### config.mk
export PLATFORM = sky130hd
export DESIGN_NAME = ahl_ctrl
export DESIGN_NICKNAME = d
export VERILOG_FILES = /design/src/rtl/ahl_pkg.sv /design/src/rtl/ahl_zero_judge.sv /design/src/rtl/ahl_wear_monitor.sv /design/src/rtl/ahl_hold_ctrl.sv /design/src/rtl/ahl_ctrl.sv
export SDC_FILE = /design/constraint.sdc
export NUM_CORES = 1
export LEC_CHECK = 0
export BUFFER_PORTS_ARGS = -buffer_cell sky130_fd_sc_hd__buf_2
export CORE_MARGIN = 3
export CORE_UTILIZATION = 58
export DETAILED_ROUTE_END_ITERATION = 8
export GPL_ROUTABILITY_DRIVEN = 0
export PLACE_DENSITY = 0.9
export SLEW_MARGIN = 20
export SYNTH_ARGS = -nofsm -noshare
export SYNTH_HDL_FRONTEND = slang
export SYNTH_SLANG_ARGS = --single-unit
### constraint.sdc
create_clock -name clk -period 13 [get_ports clk]
set_clock_uncertainty 0.1 [all_clocks]
set_input_delay 1.3 -clock clk [delete_from_list [all_inputs] [get_ports clk]]
set_output_delay 1.3 -clock clk [all_outputs]
set_load 0.03 [all_outputs]
### src/rtl/ahl_pkg.sv
package ahl_pkg;
    typedef enum logic {
        PATH_LOOSE  = 1'b0,
        PATH_STRICT = 1'b1
    } path_e;
endpackage

### src/rtl/ahl_zero_judge.sv
module ahl_zero_judge #(
    parameter int WIDTH = 16,
    parameter int N     = 7
) (
    input  logic [WIDTH-1:0] operand,
    output logic             fast_loose,
    output logic             fast_strict
);
    localparam int CW = $clog2(WIDTH + 1);
    localparam logic [CW:0] TH_LOOSE  = (CW+1)'(N);
    localparam logic [CW:0] TH_STRICT = (CW+1)'(N + 1);

    logic [CW:0] zeros;

    always_comb begin
        zeros = '0;
        for (int i = 0; i < WIDTH; i++) begin
            zeros = zeros + {{CW{1'b0}}, ~operand[i]};
        end
        fast_loose  = zeros > TH_LOOSE;
        fast_strict = zeros > TH_STRICT;
    end

    // strict acceptance is a subset of loose acceptance
    always_comb begin
        assert_strict_subset_R2: assert (!fast_strict || fast_loose);
    end
endmodule

### src/rtl/ahl_wear_monitor.sv
module ahl_wear_monitor #(
    parameter int WINDOW     = 256,
    parameter int ERR_THRESH = 4
) (
    input  logic clk,
    input  logic rst_n,
    input  logic op_done,
    input  logic err_seen,
    output logic aged
);
    localparam int OCW = (WINDOW > 2) ? $clog2(WINDOW) : 1;
    localparam int ECW = $clog2(ERR_THRESH + 2);
    localparam logic [OCW-1:0] OPS_LAST = OCW'(WINDOW - 1);
    localparam logic [ECW:0]   ERR_SAT  = (ECW+1)'(ERR_THRESH + 1);
    localparam logic [ECW:0]   ERR_LIM  = (ECW+1)'(ERR_THRESH);

    typedef struct packed {
        logic [OCW-1:0] ops;
        logic [ECW-1:0] errs;
        logic           aged;
    } mon_t;

    mon_t mon_d, mon_q;
    logic [ECW:0] err_sum;
    logic         wrap;

    always_comb begin
        mon_d   = mon_q;
        err_sum = {1'b0, mon_q.errs} + {{ECW{1'b0}}, err_seen};
        wrap    = op_done && (mon_q.ops == OPS_LAST);
        if (op_done) begin
            mon_d.ops = wrap ? '0 : mon_q.ops + 1'b1;
        end
        if (wrap) begin
            mon_d.errs = '0;
        end else begin
            mon_d.errs = (err_sum > ERR_SAT) ? ECW'(ERR_SAT) : ECW'(err_sum);
        end
        mon_d.aged = mon_q.aged || (err_sum > ERR_LIM);
    end

    always_ff @(posedge clk or negedge rst_n) begin
        if (!rst_n) begin
            mon_q <= '0;
        end else begin
            mon_q <= mon_d;
        end
    end

    assign aged = mon_q.aged;

    assert_aged_sticky_R9: assert property (@(posedge clk) disable iff (!rst_n)
        aged |=> aged);

    assert_aged_needs_error_R8: assert property (@(posedge clk) disable iff (!rst_n)
        $rose(aged) |-> $past(err_seen));
endmodule

### src/rtl/ahl_hold_ctrl.sv
module ahl_hold_ctrl (
    input  logic clk,
    input  logic rst_n,
    input  logic op_valid,
    input  logic fast_sel,
    input  logic timing_err,
    output logic in_en
);
    typedef struct packed {
        logic hold;
    } hold_t;

    hold_t st_d, st_q;
    logic  slow_req;

    always_comb begin
        slow_req   = op_valid && (!fast_sel || timing_err);
        in_en      = st_q.hold || !slow_req;
        st_d.hold  = !in_en;
    end

    always_ff @(posedge clk or negedge rst_n) begin
        if (!rst_n) begin
            st_q <= '0;
        end else begin
            st_q <= st_d;
        end
    end

    assert_hold_one_cycle_R5: assert property (@(posedge clk) disable iff (!rst_n)
        !in_en |=> in_en);

    assert_fast_no_hold_R4: assert property (@(posedge clk) disable iff (!rst_n)
        (op_valid && fast_sel && !timing_err) |-> in_en);

    assert_idle_enabled_R7: assert property (@(posedge clk) disable iff (!rst_n)
        !op_valid |-> in_en);
endmodule

### src/rtl/ahl_ctrl.sv
module ahl_ctrl #(
    parameter int WIDTH      = 16,
    parameter int N          = 7,
    parameter int WINDOW     = 256,
    parameter int ERR_THRESH = 4
) (
    input  logic             clk,
    input  logic             rst_n,
    input  logic [WIDTH-1:0] operand,
    input  logic             op_valid,
    input  logic             timing_err,
    output logic             in_en,
    output logic             fast_op,
    output logic             aged
);
    import ahl_pkg::*;

    logic  fast_loose, fast_strict, fast_sel;
    logic  op_done, err_seen;
    path_e path;

    ahl_zero_judge #(.WIDTH(WIDTH), .N(N)) u_judge (
        .operand     (operand),
        .fast_loose  (fast_loose),
        .fast_strict (fast_strict)
    );

    ahl_wear_monitor #(.WINDOW(WINDOW), .ERR_THRESH(ERR_THRESH)) u_wear (
        .clk      (clk),
        .rst_n    (rst_n),
        .op_done  (op_done),
        .err_seen (err_seen),
        .aged     (aged)
    );

    always_comb begin
        path     = aged ? PATH_STRICT : PATH_LOOSE;
        fast_sel = (path == PATH_STRICT) ? fast_strict : fast_loose;
        fast_op  = op_valid && fast_sel;
        op_done  = op_valid && in_en;
        err_seen = op_valid && timing_err;
    end

    ahl_hold_ctrl u_hold (
        .clk        (clk),
        .rst_n      (rst_n),
        .op_valid   (op_valid),
        .fast_sel   (fast_sel),
        .timing_err (timing_err),
        .in_en      (in_en)
    );

    assert_fast_needs_valid_R7: assert property (@(posedge clk) disable iff (!rst_n)
        fast_op |-> op_valid);

    assert_strict_when_aged_R3: assert property (@(posedge clk) disable iff (!rst_n)
        (aged && fast_op) |-> fast_strict);
endmodule

==> results.cfg <==
[power]
peakVddDrop_mv = 0.114
p_clk_share_pct = 10.4
sw_frac_of_total_pct = 46.4
p_seq_share_pct = 30.7
power_switching_uw = 115
p_per_area_nw_per_um2 = 189
p_leak_uw = 0.000682
internal_power_uw = 133
pwr-share-comb_pct = 59.0

[die]
start_util_pct = 63.8
io_pins = 23
dieArea_um2 = 2550
num_rows = 15
coreArea_um2 = 1800
die_h_um = 50.5
dieWidth_um = 50.5

[cts]
holdBufCountCts = 0
cts_resized = 0
cts.sinks = 13
cts-root-buf = clkbuf_4
numCtsBuffers = 3
post_cts_buffers = 0
path_clk_slew_ns = 0.08
htree_levels = 1
cts_buffer_depth = 2
clk_latency_ns = 0.28
cts_tree = built

[yosys]
synth_area_um2 = 1150
synth_edf_count = 0
synthFlopType = dfrtp_1
ys_warn_count = 0
syn_nets = 159
async_flop_share_pct = 100
syn_area_per_cell_um2 = 9.50
syn_inst = 121
ys_types = 35
synth-seq-area-share_pct = 28.3
synth_seq_cells = 13

[placed_design]
port_buffers = 22
hpwlAfterDp_um = 1970

[sta]
fin_crit_ns = 7.47
setup_viol = 0
layout_worst_path_cycle_share_pct = 57.4
slew_viol_final = 0
fin_setup_tns_ns = 0
fmax_mhz = 134
hold_violations = 0
holdWs_ns = 0.409
max-slew-margin-rel_pct = 65.2
rsz0062_at_grt = false
tightest_slew_ns = 0.517

[worst_setup_path]
startpoint = operand[0]
critPathArrivalTime_ns = 6.07
crit_type = in -> out
critPathLaunchType = primary input
worstReg2RegStart = u_wear.aged$_DFF_PN0_
crit_path_max_fanout = 5
cp.required_ns = 11.60
end_kind = primary output

[route]
ant_nets = 0
viasPerCell = 5.71
vias = 971
wl_per_cell_um = 14.1
first_pass_iters = 4
drtIter0Drc = 33
wirelength_um = 2400
route.detailed.drc = 0

[global_routing]
grt_pass1_wl_um = 4070
grt_max_degree = 14
grt_use_total_pct = 21.0
antenna_found_initial = 0
grt_pass1_vias = 943
grt-ovfl-total = 0

[final_layout]
final_util_pct = 72.6
n_antenna_cell = 0
fillers = 145
multi_input_area_um2 = 707
layout-drive-gt1-share_pct = 22.8
area_growth_pct = 13.8
seqCellArea_um2 = 325
nets = 184

[worst_hold_path]
hp-class = reg -> reg
min_from = u_wear.mon_q[11]$_DFFE_PN0P_

[status]
status = complete, no violations

[job]
cap_violations = 0
power by group through the flow:
stage | sequential (uW) | combinational [uW] | clock [uW]
2_1_floorplan | 68.8 | 117 | 0
3_3_place_gp | 73.6 | 136 | 0
3_5_place_dp | 75.4 | 146 | 0
4_1_cts | 75.1 | 147 | 26.4
5_1_grt | 78.0 | 165 | 29.6
6_report | 75.9 | 146 | 25.7
critical path, stage by stage:
cell	delay, ns
buf_2	0.08
inv_1	0.04
ha_1	0.30
fa_1	0.48
fa_1	0.54
fa_1	0.44
fa_1	0.51
inv_1	0.05
fa_1	0.43
fa_1	0.44
xor2_1	0.18
nand4_1	0.14
a221o_1	0.39
a221oi_2	0.44
nand2_1	0.12
buf_2	0.19
layout make-up:
class / count / share of cell area (%)
Multi-Input combinational cell: 77 / 54.0
Sequential cell: 13 / 24.9
Timing Repair Buffer: 22 / 8.41
Inverter: 29 / 8.32
Tap cell: 25 / 2.39
Clock buffer: 4 / 2.01
cells in the mapped netlist, types with 2 or more instances:
| library cell | n | area (um2) |
|---|---|---|
| inv_1 | 29 | 109 |
| dfrtp_1 | 13 | 325 |
| fa_1 | 10 | 200 |
| ha_1 | 8 | 100 |
| nor2_1 | 7 | 26.3 |
| nand2_1 | 6 | 22.5 |
| nand3_1 | 5 | 25.0 |
| nand4_1 | 4 | 25.0 |
| o21ai_0 | 4 | 20.0 |
| o41ai_1 | 3 | 26.3 |
| xnor2_1 | 3 | 26.3 |
| a31oi_1 | 2 | 12.5 |
| and2_1 | 2 | 12.5 |
| and3_1 | 2 | 12.5 |
| mux2_4 | 2 | 30.0 |
| xor2_1 | 2 | 17.5 |
path summary, 6_finish.rpt:
check                      cells after the start                            to  slack [ns]
max in group asynchronous                      1  u_wear.mon_q[10]$_DFFE_PN0P_       11.76
setup / recovery                              16                         in_en        5.53
hold / removal                                 1  u_wear.mon_q[11]$_DFFE_PN0P_        0.41
hold reg to reg                                1  u_wear.mon_q[11]$_DFFE_PN0P_        0.41
min in group asynchronous                      1   u_wear.mon_q[5]$_DFFE_PN0P_        0.80
setup reg to reg                               5   u_wear.mon_q[4]$_DFFE_PN0P_       11.01
sequential cells by signal, summed over array words and instances (netlist names):
name          cells
u_wear.mon_q     11
u_hold.st_q       1
u_wear.aged       1
layer usage:
metal / wire [um] / up-vias / part of all wire, % / GRT usage (%)
li1: - / 457 / - / -
met1: 947 / 463 / 39 / 24.6
met2: 1250 / 43 / 52 / 36.5
met3: 156 / 8 / 6.5 / 5.93
met4: 46 / 0 / 1.9 / 7.17
met5: 0 / - / 0 / 0
stage by stage:
| stage | worst slack, ns | std cells | power [uW] | instance area (um2) |
|---|---|---|---|---|
| 5_1_grt | 5.33 | 170 | 273 | 1310 |
| 3_5_place_dp | 5.53 | 166 | 222 | 1280 |
| 4_1_cts | 5.53 | 170 | 249 | 1310 |
| 2_1_floorplan | 5.76 | 121 | 186 | 1150 |
| 3_3_place_gp | 5.72 | 166 | 210 | 1280 |
| 6_report | 5.53 | 170 | 247 | 1310 |
logic make-up (layout without fill, tap and decap cells):
logic type               after synthesis  after routing  share of synthesized area (%)
XOR/XNOR                               5              5                           3.81
flip-flops                            13             13                           28.3
adder cells (fa/ha/maj)               18             18                           26.1
buffers and inverters                 31             55                           10.2
AO/OA/AOI/OAI                         21             21                           15.1
multiplexers                           2              2                           2.61
AND/OR/NAND/NOR                       31             31                           13.8
cell usage in the layout, fill, tap and decap left out, types with 3 or more instances in the layout:
master / n
nand2_1: 6
o21ai_0: 4
dfrtp_1: 13
buf_2: 22
ha_1: 8
nor2_1: 7
fa_1: 10
nand4_1: 4
nand3_1: 5
o41ai_1: 3
inv_1: 29
xnor2_1: 3
clkbuf_4: 3
(Power assumes the default switching activity.)
